File: src/rtl/xcvr_pkg.sv
`timescale 1ns/1ps
package xcvr_pkg;
  localparam int NUM_DIRS = 2;
  localparam int DIR_AB   = 0;
  localparam int DIR_BA   = 1;

  typedef struct packed {
    logic sel_n;
    logic open_n;
    logic drv_n;
  } dir_ctrl_t;

  typedef struct packed {
    logic load;
    logic drive;
  } dir_act_t;
endpackage

File: src/rtl/xcvr_ctrl_decode.sv
`timescale 1ns/1ps
module xcvr_ctrl_decode
  import xcvr_pkg::*;
(
  input  logic      rst_n,
  input  dir_ctrl_t ctrl,
  output dir_act_t  act
);
  always_comb begin
    act.load  = rst_n && !ctrl.sel_n && !ctrl.open_n;
    act.drive = rst_n && !ctrl.sel_n && !ctrl.drv_n;
  end
endmodule

File: src/rtl/xcvr_latch_bank.sv
`timescale 1ns/1ps
module xcvr_latch_bank #(
  parameter int DATA_W = 8
) (
  input  logic              clk,
  input  logic              rst_n,
  input  logic              sel_n,
  input  logic              open_n,
  input  logic              load,
  input  logic [DATA_W-1:0] din,
  output logic [DATA_W-1:0] q
);
  logic [DATA_W-1:0] store_q;

  always_ff @(posedge clk or negedge rst_n) begin
    if (!rst_n)    store_q <= '0;
    else if (load) store_q <= din;
  end

  assign q = load ? din : store_q;

  a_r4_keep_when_deselected: assert property (@(posedge clk) disable iff (!rst_n)
    sel_n |=> $stable(store_q));

  a_r3_keep_when_closed: assert property (@(posedge clk) disable iff (!rst_n)
    open_n |=> $stable(store_q));

  a_r2_capture_when_open: assert property (@(posedge clk) disable iff (!rst_n)
    (!sel_n && !open_n) |=> (store_q == $past(din)));
endmodule

File: src/rtl/xcvr_out_gate.sv
`timescale 1ns/1ps
module xcvr_out_gate #(
  parameter int DATA_W = 8
) (
  input  logic              drive,
  input  logic [DATA_W-1:0] q,
  output logic [DATA_W-1:0] out,
  output logic              oe
);
  assign oe  = drive;
  assign out = drive ? q : '0;
endmodule

File: src/rtl/bidir_latch_xcvr.sv
`timescale 1ns/1ps
module bidir_latch_xcvr
  import xcvr_pkg::*;
#(
  parameter int DATA_W = 8
) (
  input  logic              clk,
  input  logic              rst_n,
  input  logic [DATA_W-1:0] a_in,
  output logic [DATA_W-1:0] a_out,
  output logic              a_oe,
  input  logic [DATA_W-1:0] b_in,
  output logic [DATA_W-1:0] b_out,
  output logic              b_oe,
  input  logic              ab_sel_n,
  input  logic              ab_open_n,
  input  logic              ab_drv_n,
  input  logic              ba_sel_n,
  input  logic              ba_open_n,
  input  logic              ba_drv_n
);
  dir_ctrl_t         ctrl_v [NUM_DIRS];
  dir_act_t          act_v  [NUM_DIRS];
  logic [DATA_W-1:0] din_v  [NUM_DIRS];
  logic [DATA_W-1:0] q_v    [NUM_DIRS];
  logic [DATA_W-1:0] out_v  [NUM_DIRS];
  logic              oe_v   [NUM_DIRS];

  assign ctrl_v[DIR_AB] = dir_ctrl_t'({ab_sel_n, ab_open_n, ab_drv_n});
  assign ctrl_v[DIR_BA] = dir_ctrl_t'({ba_sel_n, ba_open_n, ba_drv_n});
  assign din_v[DIR_AB]  = a_in;
  assign din_v[DIR_BA]  = b_in;

  for (genvar d = 0; d < NUM_DIRS; d++) begin : g_dir
    xcvr_ctrl_decode u_dec (
      .rst_n (rst_n),
      .ctrl  (ctrl_v[d]),
      .act   (act_v[d])
    );

    xcvr_latch_bank #(.DATA_W(DATA_W)) u_bank (
      .clk    (clk),
      .rst_n  (rst_n),
      .sel_n  (ctrl_v[d].sel_n),
      .open_n (ctrl_v[d].open_n),
      .load   (act_v[d].load),
      .din    (din_v[d]),
      .q      (q_v[d])
    );

    xcvr_out_gate #(.DATA_W(DATA_W)) u_gate (
      .drive (act_v[d].drive),
      .q     (q_v[d]),
      .out   (out_v[d]),
      .oe    (oe_v[d])
    );
  end

  assign b_out = out_v[DIR_AB];
  assign b_oe  = oe_v[DIR_AB];
  assign a_out = out_v[DIR_BA];
  assign a_oe  = oe_v[DIR_BA];

  always_comb begin
    if (!rst_n) begin
      a_r1_quiet_in_reset: assert (!a_oe && !b_oe);
    end
  end

  a_r7_b_zero_when_off: assert property (@(posedge clk) disable iff (!rst_n)
    !b_oe |-> (b_out == '0));

  a_r7_a_zero_when_off: assert property (@(posedge clk) disable iff (!rst_n)
    !a_oe |-> (a_out == '0));

  a_r2_b_follows_a: assert property (@(posedge clk) disable iff (!rst_n)
    (!ab_sel_n && !ab_open_n && !ab_drv_n) |-> (b_out == a_in));

  a_r8_a_follows_b: assert property (@(posedge clk) disable iff (!rst_n)
    (!ba_sel_n && !ba_open_n && !ba_drv_n) |-> (a_out == b_in));

  a_r6_b_off_when_deselected: assert property (@(posedge clk) disable iff (!rst_n)
    ab_sel_n |-> !b_oe);
endmodule

File: config.mk
export PLATFORM = sky130hd
export DESIGN_NAME = bidir_latch_xcvr
export DESIGN_NICKNAME = d
export VERILOG_FILES = /design/src/rtl/xcvr_pkg.sv /design/src/rtl/xcvr_ctrl_decode.sv /design/src/rtl/xcvr_latch_bank.sv /design/src/rtl/xcvr_out_gate.sv /design/src/rtl/bidir_latch_xcvr.sv
export SDC_FILE = /design/constraint.sdc
export NUM_CORES = 1
export LEC_CHECK = 0
export BUFFER_PORTS_ARGS = -buffer_cell sky130_fd_sc_hd__buf_2
export CAP_MARGIN = 30
export CELL_PAD_IN_SITES_DETAIL_PLACEMENT = 0
export CELL_PAD_IN_SITES_GLOBAL_PLACEMENT = 1
export CORE_AREA = 2 2 58 47
export CTS_CLUSTER_SIZE = 28
export DETAILED_ROUTE_END_ITERATION = 16
export DIE_AREA = 0 0 60 49
export PLACE_DENSITY = 0.78
export REMOVE_ABC_BUFFERS = 1
export SLEW_MARGIN = 20
export SYNTH_ARGS = -nofsm -noshare
export SYNTH_HDL_FRONTEND = slang
export SYNTH_HIERARCHICAL = 1
export SYNTH_SLANG_ARGS = --single-unit
File: constraint.sdc
create_clock -name clk -period 2.5 [get_ports clk]
set_clock_uncertainty 0.1 [all_clocks]
set_input_delay 0.125 -clock clk [delete_from_list [all_inputs] [get_ports clk]]
set_output_delay 0.125 -clock clk [all_outputs]
set_load 0.01 [all_outputs]
==> impl_metrics.py <==
metrics = {
    "clock_network": {
        "cts_root_buf": "clkbuf_4",
        "clk_pin_slew_worst_paths_ns": 0.08,
        "insertion_delay_ns": 0.27,
        "htreeDepth": 1,
        "clockBufferDepth": 2,
        "cts.sinks": 16,
        "cts_made_buffers": 3,
        "tritoncts": "yes",
        "post_cts_resized": 0,
    },
    "route": {
        "ant_nets": 0,
        "route.detailed.drc": 0,
        "avgViaCountPerCell": 4.01,
        "drt_wl_total_mm": 1.81,
        "vias": 617,
        "route.detailed.wl_per_inst_um": 11.7,
        "drt_pass1_iterations": 4,
        "drt_iter0_markers": 8,
    },
    "layout": {
        "antennaDiodeCount": 0,
        "reg_top3": "g_dir.u_bank/store_q (16)",
        "areaGrowthSynthToFinish_pct": 56.2,
        "top_register": "g_dir.u_bank/store_q",
        "layout.nets": 143,
        "design_area_um2": 1260,
        "largest_reg_flops": 16,
        "fin_cells": 154,
        "drive_above_1_share_pct": 55.9,
    },
    "global_route": {
        "overflow": 0,
        "grt_pass1_wl_mm": 2.90,
        "track_usage_pct": 13.0,
        "grt_max_degree": 14,
        "grt_pass1_vias": 666,
        "antenna_found_initial": 0,
    },
    "logic_synthesis": {
        "synth_top_area_share_pct": 49.5,
        "synthArstFlopShare_pct": 100,
        "synth_top_area_cell": "dfrtp_1",
        "synth_ff_type": "dfrtp_1",
        "synth_cell_type_count": 6,
        "ys_seq_area_share_pct": 49.5,
        "synth-seq-cells": 16,
        "synth.avg_cell_area_um2": 14.4,
        "synth_edf_count": 0,
        "synthTopCellsByCount": "and2_1, dfrtp_1, mux2_4",
        "synth_area_um2": 808,
        "synthesis.yosys.warnings": 6,
        "synth_cells": 56,
        "synth_area_leaders": "dfrtp_1, mux2_4, and2_1",
    },
    "status": {
        "status": "complete, no violations",
    },
    "critical_path": {
        "cp_max_fo": 13,
        "reg2reg_setup_slack_ns": 1.64,
        "end_kind": "primary output",
        "r2r_end": "g_dir[0].u_bank/store_q[3]",
        "critPathLaunchType": "input pin",
        "max_stage_delay_ns": 0.54,
        "crit_family": "buffers and inverters",
        "crit_type": "input pin to primary output",
        "cp_data_required_time_ns": 2.28,
        "crit_chain": "dlygate4sd3_1, buf_2, nor3b_1, buf_4, mux2_4, and2_1, buf_2",
        "critical_path.slowest_cell": "dlygate4sd3_1",
        "reg2regPathDepth": 1,
        "path_common_cell": "buf_2",
        "arrival_ns": 2.01,
        "r2r_start": "g_dir[0].u_bank/store_q[3]",
        "crit_buf_inv": 4,
    },
    "place": {
        "placed_cell_area_um2": 1060,
        "dp_cells": 133,
        "place.gp.congestion": 0.647,
        "port_buffers": 41,
    },
    "worst_hold_path": {
        "hold_class": "input pin to async pin",
    },
    "timing": {
        "slew_headroom_pct": 47.9,
        "timing.fmax_mhz": 448,
        "period_share_pct": 89.2,
        "fin_crit_ns": 2.23,
        "maxSlewViolCount": 0,
        "setup-violations-final": 0,
        "rsz0062_at_grt": "false",
        "worstMarginPinSlew_ns": 0.780,
        "finalSetupTns_ns": 0,
        "holdWs_ns": 0.165,
        "hold_violations": 0,
    },
    "power": {
        "p_leak_nw": 0.657,
        "p_per_area_nw_per_um2": 520,
        "ir_drop_mv": 0.307,
    },
    "floorplanning": {
        "start_util_pct": 33.4,
        "fp.dieH_um": 49,
        "die-area_um2": 2940,
        "die_w_um": 60,
        "io_pins": 42,
        "design.core.area_um2": 2420,
        "num_rows": 16,
    },
    "run": {
        "cap_viol_max_count": 0,
    },
}
==> metrics by stage <==
step / power [mW] / worst slack (ns) / utilization [%]
after floorplan: 0.423 / 0.601 / -
after global placement: 0.478 / 0.825 / 43.6
after detailed placement: 0.480 / 0.841 / 43.6
after CTS: 0.664 / 0.282 / 52.1
after global routing: 0.702 / 0.112 / 52.1
final: 0.657 / 0.269 / 52.1
==> cells by family (layout without fill, tap and decap cells) <==
family	after synthesis	in the layout	synth area share, %
multiplexers	16	16	29.7
AND/OR/NAND/NOR	20	20	16.1
flip-flops	16	16	49.5
buffers and inverters	4	66	4.64
==> cell usage in the layout (no fill, tap or decap) <==
master	instances
buf_2	41
dlygate4sd3_1	17
mux2_4	16
dfrtp_1	16
and2_1	16
buf_4	4
clkbuf_4	3
nor3b_1	3
clkbuf_8	1
nor3b_2	1
==> area by class of cell <==
class | count | area, um^2
flip-flops and latches | 16 | 400
clock buffers | 4 | 36.3
fillers | 223 | 1160
well taps | 36 | 45.0
multi-input cells | 36 | 375
repair buffers | 62 | 405
==> power by group <==
part	switching (mW)	internal, mW
Clock	0.0717	0.0885
Combinational	0.0610	0.114
Sequential	0.0142	0.307
==> per-layer routing <==
layer  vias up  share of wire, %  global-route usage, %
li1        311                 -                      -
met1       296                40                   15.4
met2        10                58                   24.1
met3         0               2.4                   2.39
met4         0                 0                   2.22
met5         -                 0                      0
==> how the worst max path moves through the flow <==
stage                         from       end  slack, ns  depth (start not counted)
after detailed placement     rst_n  a_out[4]       0.84                          4
after floorplan           ba_sel_n  a_out[0]       0.60                          3
final                        rst_n  a_out[7]       0.27                          7
after global routing         rst_n  b_out[2]       0.11                          5
after global placement       rst_n  b_out[2]       0.83                          4
after CTS                    rst_n  b_out[2]       0.28                          5
==> repair_timing <==
item / 4_1_cts / 5_1_grt
hold endpoints to repair: 32 / 0
endpoints found under the setup margin: 0 / 0
setup buffers: 0 / 0
hold buffers: 17 / 0
Note: power is estimated with default switching activity, not from simulation.
